===== config.mk =====
export PLATFORM = sky130hd
export DESIGN_NAME = interval_timer
export DESIGN_NICKNAME = d
export VERILOG_FILES = /design/src/rtl/itmr_pkg.sv /design/src/rtl/itmr_regs.sv /design/src/rtl/itmr_prescaler.sv /design/src/rtl/itmr_counter.sv /design/src/rtl/itmr_status.sv /design/src/rtl/interval_timer.sv
export SDC_FILE = /design/constraint.sdc
export NUM_CORES = 1
export LEC_CHECK = 0
export BUFFER_PORTS_ARGS = -buffer_cell sky130_fd_sc_hd__buf_2
export CORE_UTILIZATION = 50
export CTS_BUF_LIST = sky130_fd_sc_hd__clkbuf_16
export CTS_CLUSTER_DIAMETER = 30
export DETAILED_ROUTE_END_ITERATION = 16
export PLACE_DENSITY = 0.74
export SLEW_MARGIN = 10
export SYNTH_ARGS = -nofsm -noshare
export SYNTH_HDL_FRONTEND = slang
export SYNTH_SLANG_ARGS = --single-unit
export TNS_END_PERCENT = 10

===== constraint.sdc =====
create_clock -name clk -period 3.6 [get_ports clk]
set_input_delay 0.72 -clock clk [delete_from_list [all_inputs] [get_ports clk]]
set_output_delay 0.72 -clock clk [all_outputs]
set_load 0.1 [all_outputs]

===== src/rtl/itmr_pkg.sv =====
// Package: address map and bit positions shared by the interval timer blocks.
// Assumes a data path at least eight bits wide.
package itmr_pkg;
    localparam logic [1:0] ADDR_CNT_LO = 2'd0;
    localparam logic [1:0] ADDR_CNT_HI = 2'd1;
    localparam logic [1:0] ADDR_CTRL   = 2'd2;
    localparam logic [1:0] ADDR_STAT   = 2'd3;

    localparam int BIT_RUN  = 7;
    localparam int BIT_LOAD = 6;
    localparam int BIT_FAST = 5;
    localparam int BIT_FLAG = 7;
endpackage


===== src/rtl/itmr_regs.sv =====
// Register file: holding registers and control bits, plus single-cycle
// command pulses decoded from bus writes (load, stop, flag clear).
// Assumes at most one bus access per cycle.
module itmr_regs
    import itmr_pkg::*;
#(
    parameter int DATA_W = 8,
    localparam int CNT_W = 2 * DATA_W
) (
    input  logic              clk,
    input  logic              rst_n,
    input  logic              bus_sel,
    input  logic              bus_we,
    input  logic [1:0]        bus_addr,
    input  logic [DATA_W-1:0] bus_wdata,
    output logic [CNT_W-1:0]  hold_q,
    output logic              run_q,
    output logic              fast_q,
    output logic              load_p,
    output logic              stop_p,
    output logic              clr_p
);
    logic wr_lo, wr_hi, wr_ctrl, wr_stat;

    // Decode write strobes and command pulses.
    always_comb begin
        wr_lo   = bus_sel && bus_we && (bus_addr == ADDR_CNT_LO);
        wr_hi   = bus_sel && bus_we && (bus_addr == ADDR_CNT_HI);
        wr_ctrl = bus_sel && bus_we && (bus_addr == ADDR_CTRL);
        wr_stat = bus_sel && bus_we && (bus_addr == ADDR_STAT);
        load_p  = wr_ctrl && bus_wdata[BIT_LOAD];
        stop_p  = wr_ctrl && !bus_wdata[BIT_RUN];
        clr_p   = wr_stat && bus_wdata[BIT_FLAG];
    end

    // Holding registers for the reload value.
    always_ff @(posedge clk) begin
        if (!rst_n) begin
            hold_q <= '0;
        end else begin
            if (wr_lo) hold_q[DATA_W-1:0]     <= bus_wdata;
            if (wr_hi) hold_q[CNT_W-1:DATA_W] <= bus_wdata;
        end
    end

    // Run and rate-select control bits.
    always_ff @(posedge clk) begin
        if (!rst_n) begin
            run_q  <= 1'b0;
            fast_q <= 1'b0;
        end else if (wr_ctrl) begin
            run_q  <= bus_wdata[BIT_RUN];
            fast_q <= bus_wdata[BIT_FAST];
        end
    end
endmodule


===== src/rtl/itmr_prescaler.sv =====
// Prescaler: divides the clock by DIV_SLOW or DIV_FAST while running and
// emits a one-cycle step enable. A clear request restarts it from zero.
// Assumes DIV_SLOW >= DIV_FAST >= 1.
module itmr_prescaler #(
    parameter int DIV_SLOW = 16,
    parameter int DIV_FAST = 2,
    localparam int PRE_W = (DIV_SLOW > 1) ? $clog2(DIV_SLOW) : 1
) (
    input  logic clk,
    input  logic rst_n,
    input  logic run,
    input  logic fast,
    input  logic clear,
    output logic tick
);
    localparam logic [PRE_W-1:0] LIM_SLOW = PRE_W'(DIV_SLOW - 1);
    localparam logic [PRE_W-1:0] LIM_FAST = PRE_W'(DIV_FAST - 1);

    logic [PRE_W-1:0] pre_q;
    logic [PRE_W-1:0] limit;

    // Select the terminal value and flag the step enable.
    always_comb begin
        limit = fast ? LIM_FAST : LIM_SLOW;
        tick  = run && (pre_q >= limit);
    end

    // Phase counter: clears on load or wrap and holds while stopped.
    always_ff @(posedge clk) begin
        if (!rst_n || clear) begin
            pre_q <= '0;
        end else if (tick) begin
            pre_q <= '0;
        end else if (run) begin
            pre_q <= pre_q + 1'b1;
        end
    end
endmodule


===== src/rtl/itmr_counter.sv =====
// Down-counter: loads on command and steps down on each enable. A step that
// finds 1 or 0 reloads the holding value and reports a time-out.
module itmr_counter #(
    parameter int CNT_W = 16
) (
    input  logic             clk,
    input  logic             rst_n,
    input  logic             load,
    input  logic             tick,
    input  logic [CNT_W-1:0] hold,
    output logic [CNT_W-1:0] cnt_q,
    output logic             tout
);
    localparam logic [CNT_W-1:0] ONE = CNT_W'(1);

    // Time-out detection; a load on the same edge takes priority.
    always_comb begin
        tout = tick && !load && (cnt_q <= ONE);
    end

    // Counter register update.
    always_ff @(posedge clk) begin
        if (!rst_n) begin
            cnt_q <= '0;
        end else if (load || tout) begin
            cnt_q <= hold;
        end else if (tick) begin
            cnt_q <= cnt_q - ONE;
        end
    end
endmodule


===== src/rtl/itmr_status.sv =====
// Time-out flag with stop-clear and write-one-clear; interrupt gated by run.
// Priority: stop clears, then a new time-out sets, then the write-one clear.
module itmr_status (
    input  logic clk,
    input  logic rst_n,
    input  logic stop,
    input  logic tout,
    input  logic clr,
    input  logic run,
    output logic flag_q,
    output logic irq
);
    // Flag register.
    always_ff @(posedge clk) begin
        if (!rst_n || stop) begin
            flag_q <= 1'b0;
        end else if (tout) begin
            flag_q <= 1'b1;
        end else if (clr) begin
            flag_q <= 1'b0;
        end
    end

    // Interrupt level.
    always_comb begin
        irq = flag_q && run;
    end
endmodule


===== src/rtl/interval_timer.sv =====
// Interval timer top: register bus, prescaler, down-counter and time-out
// status. Reads are combinational and free of side effects.
module interval_timer
    import itmr_pkg::*;
#(
    parameter int DATA_W   = 8,
    parameter int DIV_SLOW = 16,
    parameter int DIV_FAST = 2,
    localparam int CNT_W   = 2 * DATA_W
) (
    input  logic              clk,
    input  logic              rst_n,
    input  logic              bus_sel,
    input  logic              bus_we,
    input  logic [1:0]        bus_addr,
    input  logic [DATA_W-1:0] bus_wdata,
    output logic [DATA_W-1:0] bus_rdata,
    output logic              irq
);
    logic [CNT_W-1:0] hold_q;
    logic [CNT_W-1:0] cnt_q;
    logic run_q, fast_q, load_p, stop_p, clr_p;
    logic tick, tout, flag_q;

    itmr_regs #(.DATA_W(DATA_W)) u_regs (
        .clk(clk), .rst_n(rst_n), .bus_sel(bus_sel), .bus_we(bus_we),
        .bus_addr(bus_addr), .bus_wdata(bus_wdata), .hold_q(hold_q),
        .run_q(run_q), .fast_q(fast_q), .load_p(load_p), .stop_p(stop_p),
        .clr_p(clr_p)
    );

    itmr_prescaler #(.DIV_SLOW(DIV_SLOW), .DIV_FAST(DIV_FAST)) u_pre (
        .clk(clk), .rst_n(rst_n), .run(run_q), .fast(fast_q),
        .clear(load_p), .tick(tick)
    );

    itmr_counter #(.CNT_W(CNT_W)) u_cnt (
        .clk(clk), .rst_n(rst_n), .load(load_p), .tick(tick),
        .hold(hold_q), .cnt_q(cnt_q), .tout(tout)
    );

    itmr_status u_stat (
        .clk(clk), .rst_n(rst_n), .stop(stop_p), .tout(tout), .clr(clr_p),
        .run(run_q), .flag_q(flag_q), .irq(irq)
    );

    // Read multiplexer; the load bit always reads back as zero.
    always_comb begin
        bus_rdata = '0;
        unique case (bus_addr)
            ADDR_CNT_LO: bus_rdata = cnt_q[DATA_W-1:0];
            ADDR_CNT_HI: bus_rdata = cnt_q[CNT_W-1:DATA_W];
            ADDR_CTRL: begin
                bus_rdata[BIT_RUN]  = run_q;
                bus_rdata[BIT_FAST] = fast_q;
            end
            default: bus_rdata[BIT_FLAG] = flag_q;
        endcase
    end
endmodule


==> out/results.ini, run 1 <==
[status]
outcome=finished clean

[routing]
routed_via_density=6.41
vias=2090
wl_um=5670
antenna_left=0
drt-initial-drc-count=177
wire_per_inst_um=17.4
drt_pass1_iterations=5
drc=0

[clocking]
cts_hold_buffers=0
cts_sinks=39
htreeDepth=2
cts_resized=0
clk_pin_slew_worst_paths_ns=0.06
cts_root_buf=clkbuf_16
cts_tree=done
clk_path_buf_depth=2
cts_setup_buffers=0
cts_buffers=5
clk_latency_ns=0.29

[logic_synthesis]
seq_area_frac_synth_pct=36.6
synth_edf_count=0
syn_inst=259
synthTopCellsByCount=nand2_1, dfxtp_1, a21oi_1
syn_area_um2=2130
synthFlopType=dfxtp_1
synth_async_sr_flop_share_pct=0
synth.distinct_cells=52
synth_top_area_cell=dfxtp_1
avgSynthCellArea_um2=8.23
syn_nets=279
ys_warn_count=0
synthTopCellsByArea=dfxtp_1, nand2_1, a21oi_1
synth_seq_cells=39
synth.most_common_cell=nand2_1
yosysTopAreaCellShare_pct=36.6

[finish]
finalNetCount=295
layout-drive-gt1-share_pct=14.5
n_antenna_cell=0
final_util_pct=60.3
area_delta_synth_final_pct=14.7
nFillCells=369

[sta]
finalCritPeriodShare_pct=72.6
worst_clock_skew_ns=0.00388
tightest_slew_ns=0.939
finalMaxSlewViolations=0
hold_violations=0
setup_tns_ns=0
setup_viol=0
rsz0062_at_grt=false
max_freq_mhz=383
period_needed_ns=2.61
relSlewSlack_pct=37.1
post-route-worst-setup-slack_ns=0.987

[floorplanning]
ios=23
core-area_um2=4060
rows=23
start_util_pct=52.5
die_w_um=67.3
die-area_um2=4530
die_h_um=67.3

[critical_path]
crit_start=u_cnt.cnt_q[0]
critPathKind=reg2reg
reg2reg_setup_slack_ns=0.99
critPathLaunchType=flop
slowest_stage=nor3_1
cp_cell_sequence=inv_1 -> ha_1 -> o21ai_0 -> nor3_4 -> nor3_1 -> a221o_1
critPathCaptureType=flop
critPathRequiredTime_ns=3.83
cp_num_buf_inv=1
max_stage_delay_ns=0.65
worstPathMaxFanout=9
critical-path-top-delay-family=compound AO/OA/AOI/OAI gates
r2r-start=u_cnt.cnt_q[0]
critical_path_arrival_ns=2.84

[pwr]
total_power_mw=1.07
ir_worst_vdd_uv=314
p_leak_nw=1.01
cellPowerDensity_nw_per_um2=437

[hold_path]
hp-class=reg2reg
min-delay-start=u_regs.hold_q[6]

[global_routing]
grt_usage_pct=27.2
grt_pass1_wl_um=8950
antenna_found_initial=0
grt_overflow=0
grt_pass1_vias=1811
grt_max_degree=22

[placed_design]
pre_cts_slack_ns=1.02
port_buffers=22
hpwl_um=4010
place_congestion=0.922

[flow_run]
drv_cap=0

worst paths after layout:
path                       to  cells past startpoint
max           u_cnt.cnt_q[13]                      6
min          u_regs.hold_q[6]                      2
max reg2reg   u_cnt.cnt_q[13]                      6
min reg2reg  u_regs.hold_q[6]                      2
cell usage in the layout, fill, tap and decap left out, drive strengths merged, types with 2 or more instances in the layout:
| master | count |
|---|---|
| nand2 | 48 |
| dfxtp | 39 |
| buf | 25 |
| a21oi | 22 |
| nor2 | 15 |
| nand3 | 11 |
| a221o | 9 |
| o21ai | 9 |
| mux2i | 8 |
| nor3 | 7 |
| or3 | 6 |
| nor4 | 6 |
| ha | 6 |
| clkbuf | 5 |
| inv | 4 |
| o31ai | 4 |
| or4 | 4 |
| o211a | 3 |
| a211oi | 3 |
| nor2b | 2 |
| and2 | 2 |
| and3 | 2 |
| nand3b | 2 |
| a211o | 2 |
| nand4 | 2 |
| xor2 | 2 |
| o311a | 2 |
| a31oi | 2 |
| a22oi | 2 |
| a41oi | 2 |
| bufinv | 2 |
cell type report:
cell class	instances	area (um2)	area share (%)
Tap cell	50	62.6	2.56
Clock inverter	3	67.6	2.76
Clock buffer	5	125	5.12
Sequential cell	39	781	31.9
Timing Repair Buffer	25	133	5.42
Multi-Input combinational cell	200	1260	51.6
Inverter	4	15.0	0.614
layer usage:
metal | routed length, um | part of all wire (%) | GRT usage, % | vias to the layer above
li1 | - | - | - | 996
met1 | 2590 | 46 | 37.3 | 983
met2 | 2510 | 44 | 40.5 | 95
met3 | 434 | 7.7 | 6.25 | 16
met4 | 135 | 2.4 | 12.0 | 0
met5 | 0 | 0 | 0 | -
flip-flops by register name, summed over array words and instances, names as in the netlist:
register       count
u_cnt.cnt_q       16
u_regs.hold_q     16
u_pre.pre_q        4
u_regs.fast_q      1
u_regs.run_q       1
u_stat.flag_q      1
kinds of logic (layout without fill, tap and decap cells):
group / Yosys count / in the layout / share of synthesized area, %
simple gates: 112 / 112 / 26.1
compound gates: 70 / 70 / 23.5
flops: 39 / 39 / 36.6
buf+inv: 20 / 37 / 4.17
mux: 9 / 9 / 4.81
fa+ha+maj: 6 / 6 / 3.52
xor+xnor: 3 / 3 / 1.23
worst reg2reg max path, delay by kind of cell (launching register included):
family / cells / cell delay [ns]
adder cells (fa/ha/maj): 1 / 0.27
AND/OR/NAND/NOR: 2 / 0.83
AO/OA/AOI/OAI: 2 / 0.91
buffers and inverters: 1 / 0.11
flip-flops: 1 / 0.44
power breakdown:
group	total, mW	switching [mW]	internal (mW)
sequential	0.441	0.00457	0.436
combinational	0.0529	0.0357	0.0172
clock	0.575	0.179	0.397
stage by stage:
step / cells / hold WS [ns] / area (um2)
CTS: 326 / 0.460 / 2450
global route: 326 / 0.481 / 2450
global placement: 318 / 0.446 / 2250
finish: 326 / 0.459 / 2450
detailed placement: 318 / 0.452 / 2250
floorplan: 259 / 0.432 / 2130
No activity file was read; power rests on OpenSTA's default activity.
==> run 2: changes to the inputs <==
- PLACE_DENSITY: 0.74 -> 0.76
- clock period: 3.6 -> 2.1 ns (I/O delays scaled with it)
==> out/results.ini, run 2 (synthesis results as in run 1) <==
[routing]
drc=0
drt-initial-drc-count=211
wire_per_inst_um=17.9
wl_um=6480
antenna_left=0
vias=2260
drt_pass1_iterations=5
routed_via_density=6.24

[sta]
period_needed_ns=2.16
worst_clock_skew_ns=0.00404
setup_viol=12
relSlewSlack_pct=67.3
tightest_slew_ns=0.486
finalCritPeriodShare_pct=103
hold_violations=0
post-route-worst-setup-slack_ns=-0.0607
rsz0062_at_grt=true
finalMaxSlewViolations=0
max_freq_mhz=463

[clocking]
cts_sinks=39
cts_buffers=5
cts_root_buf=clkbuf_16
htreeDepth=2
clk_pin_slew_worst_paths_ns=0.06
clk_path_buf_depth=2
cts_tree=done
clk_latency_ns=0.29

[floorplanning]
die-area_um2=4530
die_w_um=67.3
core-area_um2=4060
die_h_um=67.3
rows=23
start_util_pct=52.5
ios=23

[global_routing]
grt_max_degree=15
grt_pass1_vias=2140
grt_overflow=0
grt_usage_pct=32.0
antenna_found_initial=0
grt_pass1_wl_um=10400

[critical_path]
cp_cell_sequence=or3_1 -> or4_4 -> buf_4 -> nor3_4 -> nor3_1 -> buf_4 -> a221o_1
critPathKind=reg2reg
critPathLaunchType=flop
worstPathMaxFanout=7
slowest_stage=or4_4
max_stage_delay_ns=0.47
cp_num_buf_inv=2
critPathRequiredTime_ns=2.28
reg2reg_setup_slack_ns=-0.06
ff2ff_path_depth=7
path_depth=7
r2r-start=u_cnt.cnt_q[10]
critPathMostFrequentCell=buf_4
critical-path-top-delay-family=simple AND/OR/NAND/NOR gates
critPathCaptureType=flop
critical_path_arrival_ns=2.34
timing.rr.end=u_cnt.cnt_q[2]

[pwr]
total_power_mw=1.64
power_frac_comb_pct=6.7
switchingPower_uw=405
swShare_pct=24.7
p_leak_nw=1.20
p_int_mw=1.23
seq_power_share_pct=46.1
p_clk_share_pct=47.2
ir_worst_vdd_uv=587
cellPowerDensity_nw_per_um2=576

[finish]
nFillCells=314
finalNetCount=331
n_antenna_cell=0
area_delta_synth_final_pct=33.3
layout_commonest_cell=nand2_1
mostFrequentLayoutCells=nand2_1, buf_4, dfxtp_1, a21oi_1, buf_2
fin_area_um2=2840
reg.largest.list=u_cnt.cnt_q (16), u_regs.hold_q (16), u_pre.pre_q (4)
final_util_pct=70.1
layout-drive-gt1-share_pct=28.8

[placed_design]
place_congestion=1.02
placedInstanceArea_um2=2650
hpwl_um=4830
port_buffers=22

[status]
failed_checks=setup timing
outcome=complete, but fails checks

[hold_path]
hold-path-endpoint=u_regs.hold_q[0]
min-delay-start=bus_wdata[0]
hold_depth=3
hp-class=in2reg

[flow_run]
drv_cap=0

==> run 2: power by group through the flow <==
stage	Clock, mW	Sequential [mW]	Combinational, mW
floorplan	0	0.768	0.0575
CTS	0.779	0.755	0.106
detailed placement	0	0.771	0.105
finish	0.773	0.755	0.109
global placement	0	0.771	0.102
global route	0.807	0.755	0.118
==> run 2: worst max-delay path by stage <==
stage	startpoint	end	slack [ns]
2_1_floorplan	u_cnt.cnt_q[10]	u_cnt.cnt_q[15]	-0.21
3_3_place_gp	u_cnt.cnt_q[10]	u_cnt.cnt_q[15]	0.01
3_5_place_dp	u_cnt.cnt_q[1]	u_cnt.cnt_q[15]	-0.03
4_1_cts	u_cnt.cnt_q[10]	u_cnt.cnt_q[2]	-0.03
5_1_grt	u_cnt.cnt_q[10]	u_cnt.cnt_q[15]	-0.09
6_report	u_cnt.cnt_q[10]	u_cnt.cnt_q[2]	-0.06
==> run 2: cell type report <==
| cell class | count | area [um2] | area share, % |
|---|---|---|---|
| clock inverters | 3 | 23.8 | 0.836 |
| inverters | 4 | 15.0 | 0.528 |
| multi-input cells | 200 | 1320 | 46.5 |
| flip-flops and latches | 39 | 782 | 27.5 |
| clock buffers | 5 | 125 | 4.40 |
| well taps | 50 | 62.6 | 2.20 |
| repair buffers | 61 | 512 | 18.0 |
==> run 2: through the flow <==
stage	setup slack [ns]	TNS (ns)	std cells	hold WS (ns)
finish	-0.0607	-0.461	362	0.374
global route	-0.0938	-0.944	362	0.374
CTS	-0.0299	-0.181	362	0.373
detailed placement	-0.0285	-0.0537	354	0.457
global placement	0.0129	0	354	0.447
floorplan	-0.207	-2.08	259	0.432
==> run 2: per-layer routing <==
layer | track usage, % | routed length [um] | part of all wire, %
met1 | 40.3 | 2730 | 42
met4 | 14.4 | 162 | 2.5
met3 | 8.95 | 553 | 8.5
met2 | 50.4 | 3040 | 47
met5 | 0 | 0 | 0
==> run 2: timing repair <==
| action | 4_1_cts | 5_1_grt |
|---|---|---|
| endpoints found under the setup margin | 11 | 16 |
| gates cloned | 0 | 0 |
| pin swaps | 0 | 2 |
| gates resized for setup | 1 | 8 |
| setup buffers | 0 | 0 |
| hold buffers | 0 | 0 |
==> run 2: worst min-delay path, cell delays in order <==
cell and delay [ns]:
buf_2 0.10, nand2_1 0.05, a21oi_1 0.05
==> run 3: changes to the inputs <==
- CORE_ASPECT_RATIO: default -> 1.75
==> out/results.ini, run 3 (synthesis results as in run 1) <==
[clocking]
clk_latency_ns=0.29
cts_sinks=39
cts_root_buf=clkbuf_16
clk_path_buf_depth=2
cts_buffers=5
htreeDepth=2
cts_tree=done
clk_pin_slew_worst_paths_ns=0.06

[placed_design]
pre_cts_slack_ns=-0.0962
placedInstanceArea_um2=2690
hpwl_um=5100
place_inst=356
port_buffers=22
place_congestion=1.00

[hold_path]
hp-class=in2reg

[critical_path]
critPathRequiredTime_ns=2.28
cp_num_buf_inv=0
critPathLaunchType=flop
cp_cell_sequence=or3_4 -> or4_4 -> or3_4 -> o2111a_1 -> a211o_1
slowest_stage=or4_4
max_stage_delay_ns=0.47
critical_path_arrival_ns=2.27
critPathCaptureType=flop
worstPathMaxFanout=4
critical-path-top-delay-family=simple AND/OR/NAND/NOR gates
critPathKind=reg2reg
critPathMostFrequentCell=or3_4

[routing]
routed_via_density=6.24
drc=0
wire_per_inst_um=18.4
drt_pass1_iterations=4
drt-initial-drc-count=105
wl_um=6720
vias=2276
antenna_left=0

[global_routing]
antenna_found_initial=0
grt_overflow=0
grt_max_degree=21
grt_usage_pct=32.1
grt_pass1_wl_um=10600
grt_pass1_vias=2239

[floorplanning]
ios=23
core-area_um2=4110
die-area_um2=4540
die_w_um=51.4
rows=31
start_util_pct=51.9
die_h_um=88.4

[sta]
setup_tns_ns=0
rsz0062_at_grt=true
worst_clock_skew_ns=0.00443
finalCritPeriodShare_pct=99.6
hold_violations=0
setup_viol=0
finalMaxSlewViolations=0
max_freq_mhz=478
relSlewSlack_pct=67.8
post-route-worst-setup-slack_ns=0.00913
whs_ns=0.380
period_needed_ns=2.09
tightest_slew_ns=0.487

[finish]
n_antenna_cell=0
mostFrequentLayoutCells=nand2_1, buf_4, dfxtp_1, a21oi_1, buf_2
register_area_um2=782
instances_no_fill=365
reg.largest.list=u_cnt.cnt_q (16), u_regs.hold_q (16), u_pre.pre_q (4)
finalNetCount=335
layout-drive-gt1-share_pct=32.0
fin_area_um2=2930
multi_input_area_um2=1350
area_delta_synth_final_pct=37.2
nFillCells=353
layout_commonest_cell=nand2_1

[pwr]
p_leak_nw=1.23
cellPowerDensity_nw_per_um2=593
ir_worst_vdd_uv=557

[flow_run]
drv_cap=0

[status]
outcome=finished clean

-- run 3: changes by cell type in the layout (fill, tap and decap cells not counted), moves of 2 or more --
cell        delta
inv_2          +2
inv_1          -2
a211oi_2       +2
buf_4          +4
clkinvlp_4     -2
a211oi_1       -2
-- run 3: per-stage QoR --
step | utilization (%) | total power [mW]
2_1_floorplan | - | 0.826
3_3_place_gp | 65.3 | 0.878
3_5_place_dp | 65.3 | 0.880
4_1_cts | 70.1 | 1.74
5_1_grt | 71.2 | 1.78
6_report | 71.2 | 1.74
-- run 3: timing repair --
action | CTS | global route
pin swaps | 5 | 3
setup buffers | 1 | 0
setup endpoints to repair | 11 | 15
hold buffers | 0 | 0
gates cloned | 0 | 0
gates resized for setup | 6 | 11
-- run 3: path summary, 6_finish.rpt --
| check | from | to | slack (ns) | depth (start not counted) |
|---|---|---|---|---|
| hold reg to reg | u_regs.hold_q[2] | u_regs.hold_q[2] | 0.46 | 2 |
| hold / removal | bus_wdata[3] | u_regs.hold_q[3] | 0.38 | 3 |
| setup / recovery | u_cnt.cnt_q[9] | u_cnt.cnt_q[15] | 0.009 | 5 |
| setup reg to reg | u_cnt.cnt_q[9] | u_cnt.cnt_q[15] | 0.009 | 5 |
-- run 3: layout make-up --
type	instances	area share (%)
flip-flops and latches	39	26.7
inverters	4	0.513
well taps	49	2.10
multi-input cells	200	46.1
clock buffers	5	4.28
clock inverters	3	1.50
repair buffers	65	18.8
-- run 3: report_power, final --
| part | leakage (nW) | total (mW) | switching (mW) | internal [mW] |
|---|---|---|---|---|
| sequential | 0.315 | 0.755 | 0.00723 | 0.748 |
| combinational | 0.834 | 0.113 | 0.0703 | 0.0430 |
| clock | 0.0838 | 0.867 | 0.307 | 0.560 |
-- run 3: worst min-delay path, cell delays in order --
cell     delay [ns]
buf_2          0.10
nand2_1        0.05
a21oi_1        0.05
-- run 3: layer usage --
| metal | vias to the layer above | GRT usage (%) | wire length, um |
|---|---|---|---|
| li1 | 1086 | - | - |
| met1 | 1045 | 34.2 | 2450 |
| met2 | 110 | 56.4 | 3500 |
| met3 | 35 | 6.19 | 414 |
| met4 | 0 | 20.6 | 357 |
| met5 | - | 0 | 0 |
